`src/rtl/csc_pkg.sv`:
```
`timescale 1ns/1ps
package csc_pkg;

   typedef enum logic [1:0] {
      STD_NTSC   = 2'd0,
      STD_PAL_BG = 2'd1,
      STD_PAL_N  = 2'd2,
      STD_RSVD   = 2'd3
   } csc_std_e;

   typedef enum logic [1:0] {
      BG_IDLE = 2'd0,
      BG_WAIT = 2'd1,
      BG_ARM  = 2'd2,
      BG_OPEN = 2'd3
   } bg_state_e;

   // subcarrier frequencies in centihertz
   localparam logic [63:0] FSC_NTSC_CHZ  = 64'd357954545;
   localparam logic [63:0] FSC_PALBG_CHZ = 64'd443361875;
   localparam logic [63:0] FSC_PALN_CHZ  = 64'd358205625;

   localparam int CYC_PAL_BG = 10;
   localparam int CYC_OTHER  = 9;

   // table geometry: 64 points per cycle, 17-entry quarter table
   localparam int LUT_AW = 6;

   function automatic logic [63:0] calc_step(input logic [63:0] fsc,
                                             input logic [63:0] fclk,
                                             input int          aw);
      logic [127:0] num;
      num = ({64'd0, fsc} << aw) + {64'd0, (fclk >> 1)};
      return 64'(num / {64'd0, fclk});
   endfunction

   function automatic logic is_pal(input logic [1:0] s);
      return (s == STD_PAL_BG) || (s == STD_PAL_N);
   endfunction

endpackage

```
`src/rtl/csc_phase_acc.sv`:
```
`timescale 1ns/1ps
module csc_phase_acc
   import csc_pkg::*;
#(
   parameter int          ACC_W     = 32,
   parameter int          PHASE_W   = 8,
   parameter logic [63:0] CLK_CHZ   = 64'd2700000000
) (
   input  logic               clk_i,
   input  logic               rst_ni,
   input  logic               field_rst_i,
   input  logic [1:0]         std_i,
   output logic [PHASE_W-1:0] phase_o,
   output logic               wrap_next_o
);

   localparam logic [ACC_W-1:0] STEP_NTSC  = ACC_W'(calc_step(FSC_NTSC_CHZ,  CLK_CHZ, ACC_W));
   localparam logic [ACC_W-1:0] STEP_PALBG = ACC_W'(calc_step(FSC_PALBG_CHZ, CLK_CHZ, ACC_W));
   localparam logic [ACC_W-1:0] STEP_PALN  = ACC_W'(calc_step(FSC_PALN_CHZ,  CLK_CHZ, ACC_W));

   logic [ACC_W-1:0] acc_q;
   logic [ACC_W-1:0] step;
   logic [ACC_W:0]   sum;

   always_comb begin
      unique case (std_i)
         STD_PAL_BG: step = STEP_PALBG;
         STD_PAL_N:  step = STEP_PALN;
         default:    step = STEP_NTSC;
      endcase
   end

   assign sum         = {1'b0, acc_q} + {1'b0, step};
   assign wrap_next_o = sum[ACC_W] & ~field_rst_i;

   always_ff @(posedge clk_i or negedge rst_ni) begin
      if (!rst_ni)          acc_q <= '0;
      else if (field_rst_i) acc_q <= '0;
      else                  acc_q <= sum[ACC_W-1:0];
   end

   assign phase_o = acc_q[ACC_W-1 -: PHASE_W];

endmodule

```
`src/rtl/csc_qwave_rom.sv`:
```
`timescale 1ns/1ps
module csc_qwave_rom
   import csc_pkg::*;
#(
   parameter int AMP_W = 8
) (
   input  logic [LUT_AW-1:0]       idx_i,
   output logic signed [AMP_W-1:0] val_o
);

   function automatic logic [6:0] qtab(input logic [4:0] k);
      case (k)
         5'd0:  return 7'd0;
         5'd1:  return 7'd12;
         5'd2:  return 7'd25;
         5'd3:  return 7'd37;
         5'd4:  return 7'd49;
         5'd5:  return 7'd60;
         5'd6:  return 7'd71;
         5'd7:  return 7'd81;
         5'd8:  return 7'd90;
         5'd9:  return 7'd98;
         5'd10: return 7'd106;
         5'd11: return 7'd112;
         5'd12: return 7'd117;
         5'd13: return 7'd122;
         5'd14: return 7'd125;
         5'd15: return 7'd126;
         default: return 7'd127;
      endcase
   endfunction

   logic [4:0]             k;
   logic [6:0]             mag;
   logic signed [AMP_W-1:0] mag_s;

   // second and fourth quarters read the table backwards
   always_comb begin
      if (idx_i[4]) k = 5'd16 - {1'b0, idx_i[3:0]};
      else          k = {1'b0, idx_i[3:0]};
      mag   = qtab(k);
      mag_s = $signed({{(AMP_W-7){1'b0}}, mag});
      val_o = idx_i[5] ? -mag_s : mag_s;
   end

endmodule

```
`src/rtl/csc_burst_gate.sv`:
```
`timescale 1ns/1ps
module csc_burst_gate
   import csc_pkg::*;
#(
   parameter int BURST_DELAY = 16,
   parameter int DLY_W       = $clog2(BURST_DELAY + 1)
) (
   input  logic       clk_i,
   input  logic       rst_ni,
   input  logic       field_rst_i,
   input  logic       line_start_i,
   input  logic [1:0] std_i,
   input  logic       wrap_next_i,
   output logic       burst_o,
   output logic       vsw_o
);

   localparam int CYC_W = $clog2(CYC_PAL_BG + 1);
   localparam logic [DLY_W-1:0] DLY_LAST = DLY_W'(BURST_DELAY - 1);

   bg_state_e        state_q;
   logic [DLY_W-1:0] dly_q;
   logic [CYC_W-1:0] cyc_q;
   logic [CYC_W-1:0] cyc_last;

   assign cyc_last = (std_i == STD_PAL_BG) ? CYC_W'(CYC_PAL_BG - 1)
                                           : CYC_W'(CYC_OTHER - 1);

   always_ff @(posedge clk_i or negedge rst_ni) begin
      if (!rst_ni) begin
         state_q <= BG_IDLE;
         dly_q   <= '0;
         cyc_q   <= '0;
         vsw_o   <= 1'b0;
      end else if (field_rst_i) begin
         state_q <= BG_IDLE;
         dly_q   <= '0;
         cyc_q   <= '0;
         vsw_o   <= 1'b0;
      end else if (line_start_i) begin
         state_q <= BG_WAIT;
         dly_q   <= '0;
         cyc_q   <= '0;
         if (is_pal(std_i)) vsw_o <= ~vsw_o;
      end else begin
         unique case (state_q)
            BG_WAIT: begin
               if (dly_q == DLY_LAST) state_q <= BG_ARM;
               else                   dly_q   <= dly_q + 1'b1;
            end
            BG_ARM: begin
               if (wrap_next_i) begin
                  state_q <= BG_OPEN;
                  cyc_q   <= '0;
               end
            end
            BG_OPEN: begin
               if (wrap_next_i) begin
                  if (cyc_q == cyc_last) state_q <= BG_IDLE;
                  else                   cyc_q   <= cyc_q + 1'b1;
               end
            end
            default: ;
         endcase
      end
   end

   assign burst_o = (state_q == BG_OPEN);

endmodule

```
`src/rtl/csc_subcarrier_dds.sv`:
```
`timescale 1ns/1ps
module csc_subcarrier_dds
   import csc_pkg::*;
#(
   parameter int          ACC_W       = 32,
   parameter int          PHASE_W     = 8,
   parameter int          AMP_W       = 8,
   parameter logic [63:0] CLK_CHZ     = 64'd2700000000,
   parameter int          BURST_DELAY = 16
) (
   input  logic                    clk_i,
   input  logic                    rst_ni,
   input  logic [1:0]              std_i,
   input  logic                    line_start_i,
   input  logic                    field_rst_i,
   output logic [PHASE_W-1:0]      phase_o,
   output logic signed [AMP_W-1:0] sin_o,
   output logic signed [AMP_W-1:0] cos_o,
   output logic                    burst_o,
   output logic signed [AMP_W-1:0] burst_val_o,
   output logic                    vsw_o
);

   localparam int N_LANES = 3;

   generate
      if (ACC_W < 16 || ACC_W > 48) begin : g_bad_acc
         $error("csc_subcarrier_dds: ACC_W out of range");
      end
      if (PHASE_W < LUT_AW || PHASE_W > ACC_W) begin : g_bad_phase
         $error("csc_subcarrier_dds: PHASE_W must lie between table address width and ACC_W");
      end
      if (AMP_W < 8) begin : g_bad_amp
         $error("csc_subcarrier_dds: AMP_W must be at least 8");
      end
      if (BURST_DELAY < 1) begin : g_bad_dly
         $error("csc_subcarrier_dds: BURST_DELAY must be at least 1");
      end
   endgenerate

   logic                    wrap_next;
   logic [LUT_AW-1:0]       base_idx;
   logic [LUT_AW-1:0]       burst_off;
   logic [LUT_AW-1:0]       lane_off [N_LANES];
   logic signed [AMP_W-1:0] lane_val [N_LANES];

   csc_phase_acc #(
      .ACC_W   (ACC_W),
      .PHASE_W (PHASE_W),
      .CLK_CHZ (CLK_CHZ)
   ) u_acc (
      .clk_i       (clk_i),
      .rst_ni      (rst_ni),
      .field_rst_i (field_rst_i),
      .std_i       (std_i),
      .phase_o     (phase_o),
      .wrap_next_o (wrap_next)
   );

   csc_burst_gate #(
      .BURST_DELAY (BURST_DELAY)
   ) u_gate (
      .clk_i        (clk_i),
      .rst_ni       (rst_ni),
      .field_rst_i  (field_rst_i),
      .line_start_i (line_start_i),
      .std_i        (std_i),
      .wrap_next_i  (wrap_next),
      .burst_o      (burst_o),
      .vsw_o        (vsw_o)
   );

   assign base_idx = phase_o[PHASE_W-1 -: LUT_AW];

   // burst angle: 180 deg for NTSC, 135/225 deg alternating for PAL
   always_comb begin
      if (!is_pal(std_i)) burst_off = LUT_AW'(32);
      else if (vsw_o)     burst_off = LUT_AW'(40);
      else                burst_off = LUT_AW'(24);
   end

   assign lane_off[0] = '0;
   assign lane_off[1] = LUT_AW'(16);
   assign lane_off[2] = burst_off;

   generate
      for (genvar g = 0; g < N_LANES; g++) begin : g_lane
         logic [LUT_AW-1:0] idx;
         assign idx = base_idx + lane_off[g];
         csc_qwave_rom #(.AMP_W(AMP_W)) u_rom (
            .idx_i (idx),
            .val_o (lane_val[g])
         );
      end
   endgenerate

   assign sin_o       = lane_val[0];
   assign cos_o       = lane_val[1];
   assign burst_val_o = burst_o ? lane_val[2] : '0;

endmodule

```
`config.mk`:
```
export PLATFORM = sky130hd
export DESIGN_NAME = csc_subcarrier_dds
export DESIGN_NICKNAME = d
export VERILOG_FILES = /design/src/rtl/csc_pkg.sv /design/src/rtl/csc_phase_acc.sv /design/src/rtl/csc_qwave_rom.sv /design/src/rtl/csc_burst_gate.sv /design/src/rtl/csc_subcarrier_dds.sv
export SDC_FILE = /design/constraint.sdc
export NUM_CORES = 1
export LEC_CHECK = 0
export BUFFER_PORTS_ARGS = -buffer_cell sky130_fd_sc_hd__buf_2
export CORE_UTILIZATION = 65
export CTS_CLUSTER_DIAMETER = 200
export DETAILED_ROUTE_END_ITERATION = 8
export GPL_TIMING_DRIVEN = 0
export PLACE_DENSITY = 0.88
export SKIP_CTS_REPAIR_TIMING = 1
export SYNTH_ARGS = -nofsm -noshare
export SYNTH_HDL_FRONTEND = slang
export SYNTH_SLANG_ARGS = --single-unit
```
`constraint.sdc`:
```
create_clock -name clk_i -period 9.15 [get_ports clk_i]
set_input_delay 1.83 -clock clk_i [delete_from_list [all_inputs] [get_ports clk_i]]
set_output_delay 1.83 -clock clk_i [all_outputs]
set_load 0.01 [all_outputs]
```
-- Word-level counts from Yosys, hierarchy flattened
Memories as Yosys holds them, arrays and structs flattened.
Cells that the tools add are included.
- register bits after elaboration: 44
- ROM bits: 336
- input bits: 6
- output and inout bits: 34
- logic and storage cells: 80
- memories: 3
- add/subtract/negate cells: 11
- equal/unequal tests: 13
- mux-type cells: 35
- bitwise logic cells: 3
- reduce and logical (&&, ||, !) cells: 10
- memories (memory ; depth ; width ; read ports ; clocked after Yosys merged registers in ; write ports ; line ; text):
    (name not given) ; 16 ; 7 ; 1 ; 0 ; 0 ; csc_qwave_rom.sv:12 ; case (k)
    (name not given) ; 16 ; 7 ; 1 ; 0 ; 0 ; csc_qwave_rom.sv:12 ;
    (name not given) ; 16 ; 7 ; 1 ; 0 ; 0 ; csc_qwave_rom.sv:12 ;
- operators by type and width (operator ; number):
    $pmux W28 S2 ; 1
    $mux W5 ; 7
    $add A32 B30 Y33 ; 1
    $mux W32 ; 1
    $mux W8 ; 4
    $neg A7 Y8 ; 3
    $mux W7 ; 3
    $mux W4 ; 5
    $sub A5 B4 Y5 const A ; 3
    $mux W2 ; 6
    $mux W6 ; 2
    $ne A4 B3 Y1 const B ; 3
    $ne A4 B4 Y1 const B ; 2
    $pmux W4 S2 ; 1
    $add A6 B5 Y6 const B ; 1
    $add A6 B6 Y6 ; 1
    $eq A2 B2 Y1 const B ; 3
    $pmux W2 S3 ; 1
    $add A5 B1 Y5 const B ; 1
    $eq A5 B4 Y1 const B ; 1
    $reduce_and A5 Y1 ; 1
    $reduce_bool A5 Y1 ; 1
    $add A4 B1 Y4 const B ; 1
    $eq A2 B1 Y1 const B ; 2
    11 further kinds ; 17

-- Logic depth before layout (Yosys ltp)
Gate-level depths: netlist (run 1).
An unclocked memory read counts as a cell.
- word-level depth: 11
- mapped depth: 18
- gate-level depth less buffers: 17

-- Cells and area by module
A second synthesis (run 1) with hierarchy kept.
- cell total of the unflattened synthesis: 704
- area total of the unflattened synthesis: 5718.0 µm²
- by module, submodules not included (module ; instances ; cells each ; area each (µm²) ; sequential area each (µm²)):
    csc_phase_acc ; 1 ; 353 ; 2929.1 ; 800.8
    csc_qwave_rom ; 3 ; 85 ; 641.9 ; 0.0
    csc_burst_gate ; 1 ; 78 ; 728.2 ; 300.3
    csc_subcarrier_dds ; 1 ; 18 ; 135.1 ; 0.0

-- Worst setup path after synthesis (run 1)
No wires, ideal clock.
- path type: input -> output
- start point: input std_i[0]
- end point: output burst_val_o[6]
- arrival: 5.253 ns
- data required time: 7.320 ns
- setup slack: 2.067 ns
- stages: 17
- path buffers: 3
- path through: inv_1 -> ha_1 -> buf_6 -> clkbuf_1 -> nor2_1 -> fa_1 -> o31ai_1 -> xnor2_1 -> buf_4 -> mux2i_1 -> a221oi_1 -> ha_1 -> inv_1 -> nor3_1 -> a31oi_1 -> xnor2_1 -> nor2_1
- longest elaborated chain between the ends: 11
- elaborated cells between the ends (all ways): 12
- those cells by class: 3 x add/sub; 2 x eq/ne; 5 x mux; 1 x reduce/logical; 1 x memory
- ends and longest elaborated chain (item ; line ; text):
    start, declared ; csc_subcarrier_dds.sv:13 ; input logic [1:0] std_i,
    $eq A2 B1 Y1 / $eq A2 B2 Y1 (equally long branches) ; csc_pkg.sv:38 ; return (s == STD_PAL_BG) || (s == STD_PAL_N);
    $logic_or A1 B1 Y1 * ; csc_pkg.sv:38 ;
    $mux W6 * ; csc_subcarrier_dds.sv:77 ; if (!is_pal(std_i)) burst_off = LUT_AW'(32);
    $add A6 B6 Y6 * ; csc_subcarrier_dds.sv:89 ; assign idx = base_idx + lane_off[g];
    $sub A5 B4 Y5 ; csc_qwave_rom.sv:39 ; if (idx_i[4]) k = 5'd16 - {1'b0, idx_i[3:0]};
    $mux W5 ; csc_qwave_rom.sv:39 ;
    $mem_v2 Z16 W7 ; n/a ;
    $mux W7 ; csc_qwave_rom.sv:12 ;
    $neg A7 Y8 ; csc_qwave_rom.sv:43 ; val_o = idx_i[5] ? -mag_s : mag_s;
    $mux W8 * ; csc_qwave_rom.sv:43 ;
    $mux W8 * ; csc_subcarrier_dds.sv:99 ; assign burst_val_o = burst_o ? lane_val[2] : '0;
    end, declared ; csc_subcarrier_dds.sv:20 ; output logic signed [AMP_W-1:0] burst_val_o,
Mark *: on every way between the ends. The rest lies on a longest branch, timed or not.

-- Worst setup path after layout (run 1)
Same ends and word-level chain as after synthesis.

==> flow_summary_export.csv, run 1 <==
group,metric,value,unit
status,status,"finished, final reports clean",
cells_and_area,layout.filler_cells,574,
synth,mappedNetlistNets,683,
worst_setup_path,r2r-start,"u_acc.acc_q[3]$_DFF_PN0_",
cells_and_area,layout.cells.most_common_list,"sky130_fd_sc_hd__nor2_1 (81), sky130_fd_sc_hd__nand2_1 (47), sky130_fd_sc_hd__buf_2 (46), sky130_fd_sc_hd__ha_1 (46), sky130_fd_sc_hd__dfrtp_1 (44)",
die,core-area,7370,um2
cells_and_area,seqCellArea,1100,um2
drt,route.vias.total,4809,
clock_network,cts_tree,"done",
synth,yosys.area_share.simple,22.6,%
timing,post-route-worst-setup-slack,1310,ps
cells_and_area,layout-drive-gt1-share,13.9,%
worst_setup_path,setup.worst_path.end_class,"output port",
placed_design,portBuffers,39,
timing,shortest_period_the_worst_path_allows,7840,ps
worst_setup_path,timing.critical_path.from_type,"input port",
worst_setup_path,crit_family,"adder cells",
pwr,power.internal,0.000837,W
placed_design,pre_cts_ws,1330,ps
cells_and_area,multiInputGateArea,3600,um2
die,floorplan.initialDensity,68.1,%
worst_setup_path,critPathSlowestCell,"sky130_fd_sc_hd__fa_1",
pwr,power_frac_clock,8.8,%
cells_and_area,num_antenna_cells,0,
worst_setup_path,critical_path.startpoint,"std_i[0]",
pwr,power_frac_seq,16.6,%
timing,period_share,85.6,%
pwr,p_per_area,319,nW/um2
worst_setup_path,worstPathBufferInverterCount,7,
synth,yosys_register_bits,44,
synth,post_synth_instance_area,5020,um2
clock_network,cts.sinks,44,
pwr,switchingPower,0.000899,W
drt,drt-initial-drc-count,339,
timing,final_hold_viol_count,0,
drt,detailed_routing_iteration_count_for_the_pre_antenna_repair_pass,7,
global_route,maximum_number_of_pins_on_one_net_before_global_route_repair,45,
placed_design,detailed_place_hpwl,8980,um
job,drv_cap,0,
timing,finalClockSkew,11.5,ps
die,fp.dieW,89.9,um
worst_setup_path,critPathMaxFanout,10,
synth,ys_dominant_reg_cell,"sky130_fd_sc_hd__dfrtp_1",
cells_and_area,flow.area_growth_from_synthesis,8.57,%
clock_network,cts-buffers-inserted,5,
synth,ys_seq_area_share,21.9,%
synth,yosysWarnings,0,
synth,number_of_distinct_library_cells_after_synthesis,74,
worst_setup_path,timing_worst_setup_path_type,"in -> out",
drt,total_wire_length_after_detailed_routing,12100,um
clock_network,cts.path.max_buffers,2,
synth,async_reset_ff_share,100,%
timing,max_slew.worst_pin.slew,1030,ps
timing,max_clock_freq,128,MHz
cells_and_area,fin_nets,729,
synth,postSynthAreaPerCell,7.97,um2
clock_network,cts.clk_slew.worst_paths,90,ps
placed_design,gp_congestion,0.915,
pwr,lkg_pwr,2.48,nW
worst_hold_path,hold_start,"u_gate.dly_q[3]$_DFFE_PN0P_",
synth,synth_edf_count,0,
drt,final_antenna_net_count,0,
pwr,comb_power_share,74.5,%
die,ios,40,
synth,largest_family_of_logic_cells_by_synthesized_area,"compound AO/OA/AOI/OAI gates",
clock_network,ctsRootBufferMaster,"sky130_fd_sc_hd__clkbuf_8",
timing,setup_viols_final,0,
global_route,globalRouteOverflowTotal,0,
pwr,power.switching_fraction,51.8,%
drt,average_wire_per_cell_in_the_routed_design,15.5,um
clock_network,cts.htree.levels,2,
global_route,first_global_vias,4559,
worst_setup_path,arrival,6010,ps
timing,timing.hold.ws,551,ps
cells_and_area,final_common_cell,"sky130_fd_sc_hd__nor2_1",
timing,final.setup.tns,0,ps
worst_setup_path,largest_stage_delay_on_the_critical_path,650,ps
synth,synthAdderAreaFrac,11.9,%
global_route,gr-usage-all-layers,29.7,%
worst_hold_path,hp-class,"reg -> reg",
die,design.die.area,8080,um2
synth,yosys.area_share.xor_xnor,11.1,%
global_route,initial_antenna_violation_count,0,
drt,drc,0,
cells_and_area,post-route-util,74.0,%
timing,max-slew-margin-rel,31.5,%
synth,synth-compound-area-share,24.4,%
timing,final-max-slew-violation-count,0,
timing,rsz0062_at_grt,"no",
pwr,report.power.total,0.00174,W
die,die_h,89.9,um
pwr,vdd.ir_drop.worst,0.000170,V
worst_setup_path,worstPathCellList,"buf_2, inv_1, ha_1, buf_6, clkbuf_1, nor2_1, fa_1, o31ai_1, xnor2_1, buf_4, mux2i_1, a221oi_1, ha_1, inv_1, nor3_1, a31oi_1, xnor2_1, nor2_1, buf_2",
die,count_of_standard_cell_rows,31,
worst_setup_path,critPathRequiredTime,7320,ps
drt,route.detailed.vias_per_inst,6.20,
global_route,wire_length_of_the_first_global_routing_pass,20300,um
synth,synth.mux.area_fraction,1.84,%
clock_network,worstSkewPairLatency,310,ps
synth,netlist_instances,630,
## per-layer routing
layer | up-vias | routed length (um) | GRT usage, %
met1 | 2284 | 5200 | 37.8
met4 | 0 | 184 | 8.33
met3 | 25 | 755 | 3.30
li1 | 2329 | - | -
met2 | 171 | 5920 | 53.2
met5 | - | 0 | 0
## path summary, 6_finish.rpt
path / depth (start not counted) / slack (ps) / to
setup reg to reg: 10 / 5900 / u_acc.acc_q[31]$_DFF_PN0_
min in group asynchronous: 1 / 1680 / u_acc.acc_q[0]$_DFF_PN0_
setup / recovery: 19 / 1310 / burst_val_o[6]
hold reg to reg: 2 / 550 / u_gate.dly_q[3]$_DFFE_PN0P_
hold / removal: 2 / 550 / u_gate.dly_q[3]$_DFFE_PN0P_
max in group asynchronous: 1 / 6840 / u_acc.acc_q[28]$_DFF_PN0_
## metrics by stage
step | area [um2] | cells
after floorplan | 5020 | 630
after global placement | 5340 | 768
after detailed placement | 5340 | 768
after CTS | 5450 | 776
after global routing | 5450 | 776
final | 5450 | 776
## worst reg2reg max path: stages, from the launching register on
cell and delay, ps:
sky130_fd_sc_hd__dfrtp_1 380, sky130_fd_sc_hd__ha_1 340, sky130_fd_sc_hd__a21o_1 190, sky130_fd_sc_hd__or2_2 300, sky130_fd_sc_hd__a21oi_1 410, sky130_fd_sc_hd__o311ai_1 230
sky130_fd_sc_hd__a211o_1 320, sky130_fd_sc_hd__o221ai_2 280, sky130_fd_sc_hd__o21ai_1 160, sky130_fd_sc_hd__o21ai_1 160, sky130_fd_sc_hd__mux2_1 350
## kinds of logic (layout without fill, tap and decap cells)
logic type | after synthesis | after routing
and+or+nand+nor | 234 | 234
muxes | 9 | 9
DFF | 44 | 44
buffers and inverters | 68 | 115
adders and majority gates | 47 | 47
xor gates and xnor gates | 61 | 61
AOI/OAI and AO/OA | 167 | 167
## flip-flops by register name (all words and copies together), names as in the netlist
signal,flops
u_gate.dly_q,5
u_gate.state_q,2
u_gate.vsw_o,1
u_gate.cyc_q,4
u_acc.acc_q,32
## synth_stat cells, types with 4 or more instances
cell	instances	share of area, %
sky130_fd_sc_hd__o21a_1	4	0.60
sky130_fd_sc_hd__o21ai_1	7	0.70
sky130_fd_sc_hd__xor2_1	29	5.1
sky130_fd_sc_hd__inv_1	29	2.2
sky130_fd_sc_hd__buf_4	12	1.8
sky130_fd_sc_hd__and2_1	4	0.50
sky130_fd_sc_hd__nand4_1	6	0.75
sky130_fd_sc_hd__and3_1	5	0.62
sky130_fd_sc_hd__nor2_1	81	6.1
sky130_fd_sc_hd__nor2b_1	11	1.4
sky130_fd_sc_hd__nor3_1	21	2.1
sky130_fd_sc_hd__mux2i_1	7	1.4
sky130_fd_sc_hd__o21bai_1	4	0.60
sky130_fd_sc_hd__xnor2_1	29	5.1
sky130_fd_sc_hd__o21ai_0	34	3.4
sky130_fd_sc_hd__a21oi_1	37	3.7
sky130_fd_sc_hd__o211ai_1	6	0.90
sky130_fd_sc_hd__nand3_1	23	2.3
sky130_fd_sc_hd__a31oi_1	6	0.75
sky130_fd_sc_hd__nand2b_1	8	1.0
sky130_fd_sc_hd__a211oi_1	6	0.90
sky130_fd_sc_hd__dfrtp_1	44	22
sky130_fd_sc_hd__a21o_1	9	1.3
sky130_fd_sc_hd__ha_1	46	11
sky130_fd_sc_hd__buf_2	7	0.70
sky130_fd_sc_hd__a22oi_1	4	0.60
sky130_fd_sc_hd__or3_1	9	1.1
sky130_fd_sc_hd__a221oi_1	5	0.87
sky130_fd_sc_hd__clkbuf_1	15	1.1
sky130_fd_sc_hd__nand2_1	47	3.5
sky130_fd_sc_hd__or2_2	4	0.50
## cell type report
cell class	instances	share of cell area, %
Buffer	37	3.67
Tap cell	99	2.27
Multi-Input combinational cell	518	66.1
Clock buffer	5	1.26
Clock inverter	3	0.780
Timing Repair Buffer	39	3.58
Inverter	31	2.18
Sequential cell	44	20.2
## power by group through the flow
stage / sequential, W / combinational, W / clock (W)
floorplan: 0.000277 / 0.000998 / 0
global placement: 0.000287 / 0.00122 / 0
detailed placement: 0.000291 / 0.00127 / 0
CTS: 0.000287 / 0.00128 / 0.000154
global route: 0.000295 / 0.00144 / 0.000161
finish: 0.000289 / 0.00129 / 0.000154
Power figures use the tool's default switching activity.
==> inputs of run 2 (changes only) <==
- CORE_UTILIZATION: 65 -> 62
- PLACE_DENSITY: 0.88 -> 0.82
- clock period: 9.15 -> 7.8 ns (I/O delays scaled with it)
==> run 2 against run 1 <==
  * Wire length fell by 1.3%
  * Critical path depth did not move
  * Register-to-register slack got worse by 1300 ps
  * Via count fell by 1.2%
  * Sequential cell count did not move
  * Die area rose by 4.7%
  * Critical path type unchanged
  * Critical endpoint unchanged
  * Largest cell class unchanged
==> flow_summary_export.csv, run 2 (synthesis gave the netlist of run 1 again) <==
group,metric,value,unit
cells_and_area,largest_register,"u_acc.acc_q",
timing,max_slew.worst_pin.slew,1030,ps
placed_design,post_dp_cell_area,5340,um2
clock_network,cts.clk_slew.worst_paths,80,ps
timing,shortest_period_the_worst_path_allows,7300,ps
drt,drt-initial-drc-count,306,
die,floorplan.initialDensity,64.6,%
worst_hold_path,worst_hold_path.num_cells,2,
timing,final_hold_viol_count,0,
timing,final.setup.tns,0,ps
clock_network,ctsRootBufferMaster,"sky130_fd_sc_hd__clkbuf_8",
die,count_of_standard_cell_rows,32,
cells_and_area,fin_nets,729,
global_route,gr-usage-all-layers,29.7,%
timing,max-slew-margin-rel,31.4,%
job,drv_cap,0,
worst_setup_path,setup.worst_path.end_class,"output port",
worst_setup_path,reg2regPathDepth,11,
clock_network,cts_tree,"done",
drt,drc,0,
timing,finalClockSkew,6.13,ps
worst_setup_path,critPathMaxFanout,10,
die,core-area,7770,um2
drt,route.detailed.vias_per_inst,6.10,
global_route,wire_length_of_the_first_global_routing_pass,20500,um
drt,route.vias.total,4749,
cells_and_area,layout_top_registers,"u_acc.acc_q: 32 flops, u_gate.dly_q: 5 flops, u_gate.cyc_q: 4 flops",
clock_network,worstSkewPairLatency,300,ps
clock_network,cts-buffers-inserted,5,
timing,final-max-slew-violation-count,0,
global_route,maximum_number_of_pins_on_one_net_before_global_route_repair,45,
clock_network,cts.path.max_buffers,2,
pwr,p_per_area,368,nW/um2
clock_network,cts.sinks,44,
cells_and_area,num_antenna_cells,0,
cells_and_area,flow.area_growth_from_synthesis,8.30,%
die,die_h,92.0,um
placed_design,gp_congestion,0.883,
global_route,globalRouteOverflowTotal,0,
drt,total_wire_length_after_detailed_routing,11900,um
global_route,first_global_vias,4642,
worst_setup_path,timing.critical_path.from_type,"input port",
timing,max_clock_freq,137,MHz
drt,average_wire_per_cell_in_the_routed_design,15.3,um
worst_setup_path,arrival,5740,ps
cells_and_area,final_common_cell,"sky130_fd_sc_hd__nor2_1",
timing,setup_viols_final,0,
drt,detailed_routing_iteration_count_for_the_pre_antenna_repair_pass,4,
cells_and_area,finish.instance_area,5440,um2
die,design.die.area,8460,um2
clock_network,cts.htree.levels,2,
placed_design,detailed_place_hpwl,9060,um
die,ios,40,
drt,final_antenna_net_count,0,
cells_and_area,layout.cells.most_common_list,"sky130_fd_sc_hd__nor2_1 (81), sky130_fd_sc_hd__nand2_1 (47), sky130_fd_sc_hd__buf_2 (46), sky130_fd_sc_hd__ha_1 (46), sky130_fd_sc_hd__dfrtp_1 (44)",
worst_hold_path,hp-class,"reg -> reg",
die,fp.dieW,92.0,um
pwr,vdd.ir_drop.worst,0.000164,V
cells_and_area,largest_register_ffs,32,
placed_design,portBuffers,39,
cells_and_area,layout-drive-gt1-share,14.0,%
timing,period_share,93.6,%
status,status,"finished, final reports clean",
timing,rsz0062_at_grt,"no",
worst_setup_path,timing_worst_setup_path_type,"in -> out",
cells_and_area,post-route-util,70.0,%
pwr,lkg_pwr,2.47,nW
worst_setup_path,critPathRequiredTime,6240,ps
global_route,initial_antenna_violation_count,0,
==> run 2: worst max-delay path: stages <==
cell and delay [ps]:
sky130_fd_sc_hd__buf_2 100, sky130_fd_sc_hd__inv_1 60, sky130_fd_sc_hd__ha_1 280, sky130_fd_sc_hd__buf_6 140, sky130_fd_sc_hd__clkbuf_1 460, sky130_fd_sc_hd__nor2_1 220
sky130_fd_sc_hd__fa_1 630, sky130_fd_sc_hd__o31ai_1 110, sky130_fd_sc_hd__xnor2_1 260, sky130_fd_sc_hd__buf_4 230, sky130_fd_sc_hd__mux2i_1 100, sky130_fd_sc_hd__a221oi_2 430
sky130_fd_sc_hd__ha_1 250, sky130_fd_sc_hd__inv_1 40, sky130_fd_sc_hd__nor3_1 300, sky130_fd_sc_hd__a31oi_1 150, sky130_fd_sc_hd__xnor2_1 190, sky130_fd_sc_hd__nor2_1 50
sky130_fd_sc_hd__buf_2 150
==> run 2: final timing paths <==
check / endpoint / from / slack, ps
max: burst_val_o[6] / std_i[0] / 500
min: u_gate.dly_q[3]$_DFFE_PN0P_ / u_gate.dly_q[3]$_DFFE_PN0P_ / 540
max reg2reg: u_gate.state_q[0]$_DFFE_PN0P_ / u_acc.acc_q[15]$_DFF_PN0_ / 4580
min reg2reg: u_gate.dly_q[3]$_DFFE_PN0P_ / u_gate.dly_q[3]$_DFFE_PN0P_ / 540
max in group asynchronous: u_acc.acc_q[4]$_DFF_PN0_ / rst_ni / 5760
min in group asynchronous: u_acc.acc_q[7]$_DFF_PN0_ / rst_ni / 1420
==> run 2: area by class of cell <==
type,count,area (um2)
fillers,685,2330
clock inverters,3,18.8
well taps,102,128
clock buffers,5,68.8
inverters,31,119
multi-input cells,518,3610
plain buffers,37,200
flip-flops and latches,44,1100
repair buffers,39,195
==> run 2: per-stage QoR <==
stage	std cells	power, W	setup WS (ps)	hold slack, ps
finish	779	0.00200	496	544
global route	779	0.00219	158	591
CTS	779	0.00199	361	551
detailed placement	771	0.00183	357	526
global placement	771	0.00178	549	520
floorplan	630	0.00150	1260	497
==> run 2: per-layer routing <==
layer / track usage (%) / routed length, um
met1: 35.2 / 5040
met2: 53.9 / 6060
met3: 3.23 / 521
met4: 12.9 / 281
met5: 0 / 0
==> run 2: where the power goes <==
part           switching (W)  internal [W]
logic               0.000913      0.000608
clock network      0.0000834     0.0000626
registers          0.0000558      0.000280
total                0.00105      0.000951
